`config.mk`:
```
export PLATFORM = sky130hd
export DESIGN_NAME = tex_mip_seq
export DESIGN_NICKNAME = d
export VERILOG_FILES = /design/src/rtl/tex_mip_pkg.sv /design/src/rtl/tex_hdr_decode.sv /design/src/rtl/tex_mip_place.sv /design/src/rtl/tex_mip_seq.sv
export SDC_FILE = /design/constraint.sdc
export NUM_CORES = 1
export LEC_CHECK = 0
export BUFFER_PORTS_ARGS = -buffer_cell sky130_fd_sc_hd__buf_2
export CORE_MARGIN = 2
export CORE_UTILIZATION = 58
export CTS_BUF_LIST = sky130_fd_sc_hd__clkbuf_8 sky130_fd_sc_hd__clkbuf_16
export DETAILED_ROUTE_END_ITERATION = 10
export GPL_ROUTABILITY_DRIVEN = 0
export GPL_TIMING_DRIVEN = 1
export MAX_ROUTING_LAYER = met4
export PLACE_DENSITY = 0.83
export SYNTH_ARGS = -nofsm -noshare
export SYNTH_HDL_FRONTEND = slang
export SYNTH_HIERARCHICAL = 1
export SYNTH_SLANG_ARGS = --single-unit
```
`constraint.sdc`:
```
create_clock -name clk -period 5.6 [get_ports clk]
set_input_delay 0.28 -clock clk [delete_from_list [all_inputs] [get_ports clk]]
set_output_delay 0.28 -clock clk [all_outputs]
set_load 0.02 [all_outputs]
```
`src/rtl/tex_mip_pkg.sv`:
```
// Shared types and field codes for the texture placement sequencer.
// Assumes the descriptor layout documented in the brief.
package tex_mip_pkg;
    localparam int TILE_LG = 5;   // tile origin and minimum size are 2^5
    localparam int MIN_LG  = 3;   // levels stop once a side reaches 2^3

    localparam logic [3:0] MODE_FULL = 4'd0;
    localparam logic [3:0] MODE_BASE = 4'd1;
    localparam logic [3:0] MODE_MIPS = 4'd2;

    typedef struct packed {
        logic [3:0] mode;
        logic       wide;
        logic       page;
        logic [2:0] hcode;
        logic [2:0] wcode;
        logic [4:0] ytile;
        logic [5:0] xtile;
    } tex_hdr_t;

    typedef enum logic [1:0] {S_IDLE, S_EMIT, S_FIN} seq_state_t;
endpackage

```
`src/rtl/tex_hdr_decode.sv`:
```
// Splits a descriptor word into its fields. Purely combinational.
// Assumes bit positions fixed by the descriptor format.
module tex_hdr_decode
    import tex_mip_pkg::*;
(
    input  logic [31:0] hdr_word,
    output tex_hdr_t    fields
);
    // field extraction
    always_comb begin
        fields.xtile = hdr_word[5:0];
        fields.ytile = hdr_word[11:7];
        fields.wcode = hdr_word[16:14];
        fields.hcode = hdr_word[19:17];
        fields.page  = hdr_word[20];
        fields.wide  = hdr_word[23];
        fields.mode  = hdr_word[27:24];
    end
endmodule

```
`src/rtl/tex_mip_place.sv`:
```
// Computes the destination origin for the full-size image or for a
// reduced level. Assumes lvl stays below the number of corner slots.
module tex_mip_place #(
    parameter int COORD_W = 12,
    parameter int SHEET_W = 2048,
    parameter int PAGE_H  = 1024,
    parameter int LVL_W   = 4
) (
    input  logic [LVL_W-1:0]   lvl,
    input  logic               is_mip,
    input  logic               page,
    input  logic [COORD_W-1:0] org_x,
    input  logic [COORD_W-1:0] org_y,
    output logic [COORD_W-1:0] pos_x,
    output logic [COORD_W-1:0] pos_y
);
    localparam logic [COORD_W-1:0] SHEET_C = COORD_W'(SHEET_W);
    localparam logic [COORD_W-1:0] PAGE_C  = COORD_W'(PAGE_H);

    logic [LVL_W:0]       shamt;
    logic [COORD_W-1:0]   y_lane;

    assign shamt = (LVL_W+1)'(lvl) + (LVL_W+1)'(1);

    // corner-slot offset plus scaled origin, or the plain origin
    always_comb begin
        if (is_mip) begin
            pos_x  = SHEET_C - (SHEET_C >> shamt) + (org_x >> shamt);
            y_lane = PAGE_C - (PAGE_C >> shamt) + (org_y >> shamt);
        end else begin
            pos_x  = org_x;
            y_lane = org_y;
        end
        pos_y = y_lane + (page ? PAGE_C : '0);
    end
endmodule

```
`src/rtl/tex_mip_seq.sv`:
```
// Top: latches a descriptor on start and steps through the full-size
// image and the reduced levels, one command per handshake.
// Assumes cmd_ready may stall at any time; start is honoured only when idle.
module tex_mip_seq
    import tex_mip_pkg::*;
#(
    parameter int ADDR_W  = 32,
    parameter int SHEET_W = 2048,
    parameter int PAGE_H  = 1024,
    parameter int MAX_LVL = 9,
    localparam int COORD_W = $clog2(SHEET_W) + 1,
    localparam int DIM_W   = TILE_LG + 8,
    localparam int LVL_W   = $clog2(MAX_LVL + 1),
    localparam int LG_W    = $clog2(DIM_W + 1)
) (
    input  logic               clk,
    input  logic               rst_n,
    input  logic               start,
    input  logic [31:0]        hdr_word,
    input  logic [ADDR_W-1:0]  src_base,
    output logic               cmd_valid,
    input  logic               cmd_ready,
    output logic [COORD_W-1:0] cmd_x,
    output logic [COORD_W-1:0] cmd_y,
    output logic [DIM_W-1:0]   cmd_w,
    output logic [DIM_W-1:0]   cmd_h,
    output logic [ADDR_W-1:0]  cmd_addr,
    output logic               cmd_wide,
    output logic               done
);
    seq_state_t         st;
    tex_hdr_t           dec, f_q;
    logic               at_base;
    logic [LVL_W-1:0]   lvl;
    logic [LG_W-1:0]    lg_w, lg_h;
    logic [ADDR_W-1:0]  cur_addr;
    logic [LG_W+1:0]    area_lg;
    logic               can_halve, fire, busy;
    logic [COORD_W-1:0] org_x, org_y;

    tex_hdr_decode u_dec (.hdr_word(hdr_word), .fields(dec));

    assign org_x = COORD_W'(f_q.xtile) << TILE_LG;
    assign org_y = COORD_W'(f_q.ytile) << TILE_LG;

    tex_mip_place #(
        .COORD_W(COORD_W), .SHEET_W(SHEET_W), .PAGE_H(PAGE_H), .LVL_W(LVL_W)
    ) u_place (
        .lvl(lvl), .is_mip(!at_base), .page(f_q.page),
        .org_x(org_x), .org_y(org_y), .pos_x(cmd_x), .pos_y(cmd_y)
    );

    // size bookkeeping for the level on offer
    assign area_lg   = (LG_W+2)'(lg_w) + (LG_W+2)'(lg_h) + (LG_W+2)'(f_q.wide);
    assign can_halve = (lg_w > LG_W'(MIN_LG)) && (lg_h > LG_W'(MIN_LG))
                       && (at_base || (lvl < LVL_W'(MAX_LVL - 1)));
    assign fire      = cmd_valid && cmd_ready;
    assign busy      = (st != S_IDLE);

    // command outputs from the held state
    assign cmd_valid = (st == S_EMIT);
    assign cmd_w     = DIM_W'(1) << lg_w;
    assign cmd_h     = DIM_W'(1) << lg_h;
    assign cmd_addr  = cur_addr;
    assign cmd_wide  = f_q.wide;
    assign done      = (st == S_FIN);

    // sequencing of levels, addresses and completion
    always_ff @(posedge clk) begin
        if (!rst_n) begin
            st       <= S_IDLE;
            f_q      <= '0;
            at_base  <= 1'b0;
            lvl      <= '0;
            lg_w     <= '0;
            lg_h     <= '0;
            cur_addr <= '0;
        end else begin
            case (st)
                S_IDLE: if (start) begin
                    f_q      <= dec;
                    lvl      <= '0;
                    cur_addr <= src_base;
                    if (dec.mode == MODE_FULL || dec.mode == MODE_BASE) begin
                        at_base <= 1'b1;
                        lg_w    <= LG_W'(TILE_LG) + LG_W'(dec.wcode);
                        lg_h    <= LG_W'(TILE_LG) + LG_W'(dec.hcode);
                        st      <= S_EMIT;
                    end else if (dec.mode == MODE_MIPS) begin
                        at_base <= 1'b0;
                        lg_w    <= LG_W'(TILE_LG - 1) + LG_W'(dec.wcode);
                        lg_h    <= LG_W'(TILE_LG - 1) + LG_W'(dec.hcode);
                        st      <= S_EMIT;
                    end else begin
                        st <= S_FIN;
                    end
                end
                S_EMIT: if (fire) begin
                    cur_addr <= cur_addr + (ADDR_W'(1) << area_lg);
                    if (!at_base) lvl <= lvl + LVL_W'(1);
                    if (can_halve && (!at_base || f_q.mode == MODE_FULL)) begin
                        at_base <= 1'b0;
                        lg_w    <= lg_w - LG_W'(1);
                        lg_h    <= lg_h - LG_W'(1);
                    end else begin
                        st <= S_FIN;
                    end
                end
                default: st <= S_IDLE;
            endcase
        end
    end
endmodule

```
==> results.cfg <==
[power]
power.density_mw_per_mm2 = 199
leakagePower_nw = 4.15
ir_drop_mv = 0.179

[clocking]
insertion_delay_ns = 0.34
cts-root-buf = clkbuf_16
cts.sinks = 64
hold_buffers = 0
clock_path_buffers = 2
cts_tree = yes
cts_buffers = 9
cts-resized-gates = 0
postCtsSetupRepairBufs = 0
clkTransAtPathRegs_ns = 0.05
htreeDepth = 3

[worst_setup_path]
end_kind = primary output
r2r_setup_slack_ns = 1.01
worstSetupStartpointType = flip-flop
crit_fanout = 15
cp.required_ns = 5.32
arrival_ns = 4.36
path_class = reg2out

[synth]
ys_ff_latch = 64
seq_area_frac_synth_pct = 16.4
synth_edf_count = 0
synth_simple_gate_area_share_pct = 22.3
synth_xor_area_share_pct = 4.92
synth_top_area_cell = dfxtp_1
synth_ff_type = dfxtp_1
netlist_area_mm2 = 0.00783
synth_mux_area_share_pct = 6.71
synth_top_family_by_area = compound AO/OA/AOI/OAI gates
yosysTopAreaCellShare_pct = 16.4
postSynthAreaPerCell_um2 = 7.64
synth_area_leaders = dfxtp_1 16%, ha_1 14%, nand2_1 6.9%
synth.distinct_cells = 75
synthAdderAreaFrac_pct = 15.5
synth_compound_area_share_pct = 27.9
async_flop_share_pct = 0
ys_warn_count = 6
syn_inst = 1025

[sta]
clock.fmax_mhz = 215
min_period_ns = 4.64
final_hold_viol_count = 0
clock_skew_ns = 0.00460
rsz0062_at_grt = no
max_slew_margin_pct = 20.7
final-setup-viol-count = 0
final_max_slew_viol_count = 0
fin_crit_sh_pct = 82.9
tightest_slew_ns = 1.19
tns_ns = 0

[drt]
wirelength_um = 22100
ant_nets = 0
post_drt_wl_per_cell_um = 16.5
vias_per_cell = 6.12
via_count = 8173
drt_iter0_markers = 497
route.detailed.drc = 0
drt_first_pass_iters = 6

[floorplan]
io_pins = 153
die_w_um = 120
die_height_um = 120
die_area_mm2 = 0.0144
fp-row-count = 42
initial_utilization_pct = 59.4
core-area_mm2 = 0.0132

[global_routing]
gr-total-overflow = 0
grt_pass1_wl_um = 36000
antenna_found_initial = 0
grt_pass1_vias = 7720
grt_max_degree = 49
grtUsageMet1_pct = 36.5
met2_usage_pct = 53.5
track_usage_pct = 31.1
top_usage_layer = met2
use_met3_pct = 4.58

[final_layout]
final_nets = 1317
drive_above_1_share_pct = 17.8
fin_cells = 1335
finish.utilization_pct = 67.5
syn2layout_area_growth_pct = 13.7
antenna_cells = 0

[placed_design]
dp_hpwl_um = 16800
port_buffers = 143
dp_cells = 1320

[min_path]
hp-class = in2reg

[job]
max_cap_violations = 0

[run_status]
outcome = finished, final reports clean
## cell usage after synthesis, types with 12 or more instances
cell and instances:
mux2_2 12, ha_1 89, nor2_1 80, o21ai_0 49, xnor2_1 26, buf_4 24, a21o_1 26, and2_1 36
inv_1 23, a21oi_1 75, mux2i_1 21, o221ai_1 24, nand3_1 14, a211oi_1 15, and3_1 12, clkbuf_1 38
a21boi_0 31, xor2_1 18, nor3_1 16, nor2b_1 23, nand2_1 143, dfxtp_1 64
## cells in the final DEF, fill, tap and decap left out, types with 8 or more instances in the layout
master	synthesis	layout
clkbuf_16	0	9
dfxtp_1	64	64
o211ai_1	10	10
buf_4	24	8
nand2_1	143	143
and2_1	36	36
a21o_1	26	26
buf_2	6	143
ha_1	89	89
a21boi_0	31	31
nand3_1	14	14
xnor2_1	26	26
o21ai_0	49	49
nor3_1	16	16
a211oi_1	15	15
a31oi_1	9	9
conb_1	1	45
o21a_1	8	8
a21oi_1	75	75
mux2_2	12	12
nor2b_1	23	23
inv_1	23	23
nand4_1	9	9
nand2b_1	11	11
mux4_2	8	8
and3_1	12	12
nor2_1	80	80
xor2_1	18	18
mux2i_1	21	21
o221ai_1	24	24
## per-stage QoR
stage	power (W)	setup WS (ns)	area (um2)	hold WS, ns
after floorplan	0.00100	1.56	7990	0.431
after global placement	0.00116	1.24	8590	0.456
after detailed placement	0.00117	1.12	8590	0.461
after CTS	0.00177	0.994	8900	0.183
after global routing	0.00187	0.673	8900	0.202
final	0.00177	0.957	8900	0.189
## logic make-up (layout without fill, tap and decap cells)
group                      after synthesis  after routing
other                                    1             45
and+or+nand+nor                        369            369
xor gates and xnor gates                44             44
DFF                                     64             64
AOI/OAI and AO/OA                      311            311
buffers and inverters                  101            191
adders and majority gates               94             94
muxes                                   41             41
## final cells by class
type	instances	area [um2]
Timing Repair Buffer	151	776
Clock buffer	9	225
Fill cell	1153	4290
Inverter	25	93.8
Sequential cell	64	1280
Multi-Input combinational cell	904	6220
Tap cell	176	220
Clock inverter	6	85.1
## worst max-delay path: stages (launching register included)
cell,delay (ns)
dfxtp_1,0.57
clkinv_1,0.48
nor2_2,0.48
nand2_1,0.14
ha_1,0.33
ha_1,0.38
a211oi_1,0.36
and3_1,0.22
a221o_1,0.13
nand3_1,0.07
ha_1,0.22
nor3_1,0.21
nand4_1,0.12
and4_1,0.17
buf_2,0.15
## metal layers
| layer | wire (um) | vias to the layer above |
|---|---|---|
| met5 | 0 | - |
| met4 | 788 | 0 |
| met3 | 1410 | 62 |
| li1 | - | 3952 |
| met1 | 8970 | 3845 |
| met2 | 10900 | 314 |
## state kept, by name (all words and copies together) (netlist names)
name / flops
f_q: 16
cmd_addr: 32
lvl: 4
cmd_wide: 1
lg_w: 4
at_base: 1
st: 2
lg_h: 4
## report_power, final
group / internal, W / total, W / switching, W / leakage, nW
Sequential: 0.000486 / 0.000521 / 0.0000349 / 0.525
Clock: 0.000385 / 0.000600 / 0.000215 / 0.147
Combinational: 0.000262 / 0.000653 / 0.000391 / 3.47
Total: 0.00113 / 0.00177 / 0.000641 / 4.15
## path summary, 6_finish.rpt
kind | startpoint | end | depth (start not counted)
min | hdr_word[3] | f_q[3] | 3
min reg2reg | f_q[22] | f_q[22] | 2
max | lvl[2] | cmd_y[11] | 14
max reg2reg | lg_w[0] | cmd_addr[18] | 15
Power figures use the tool's default switching activity.
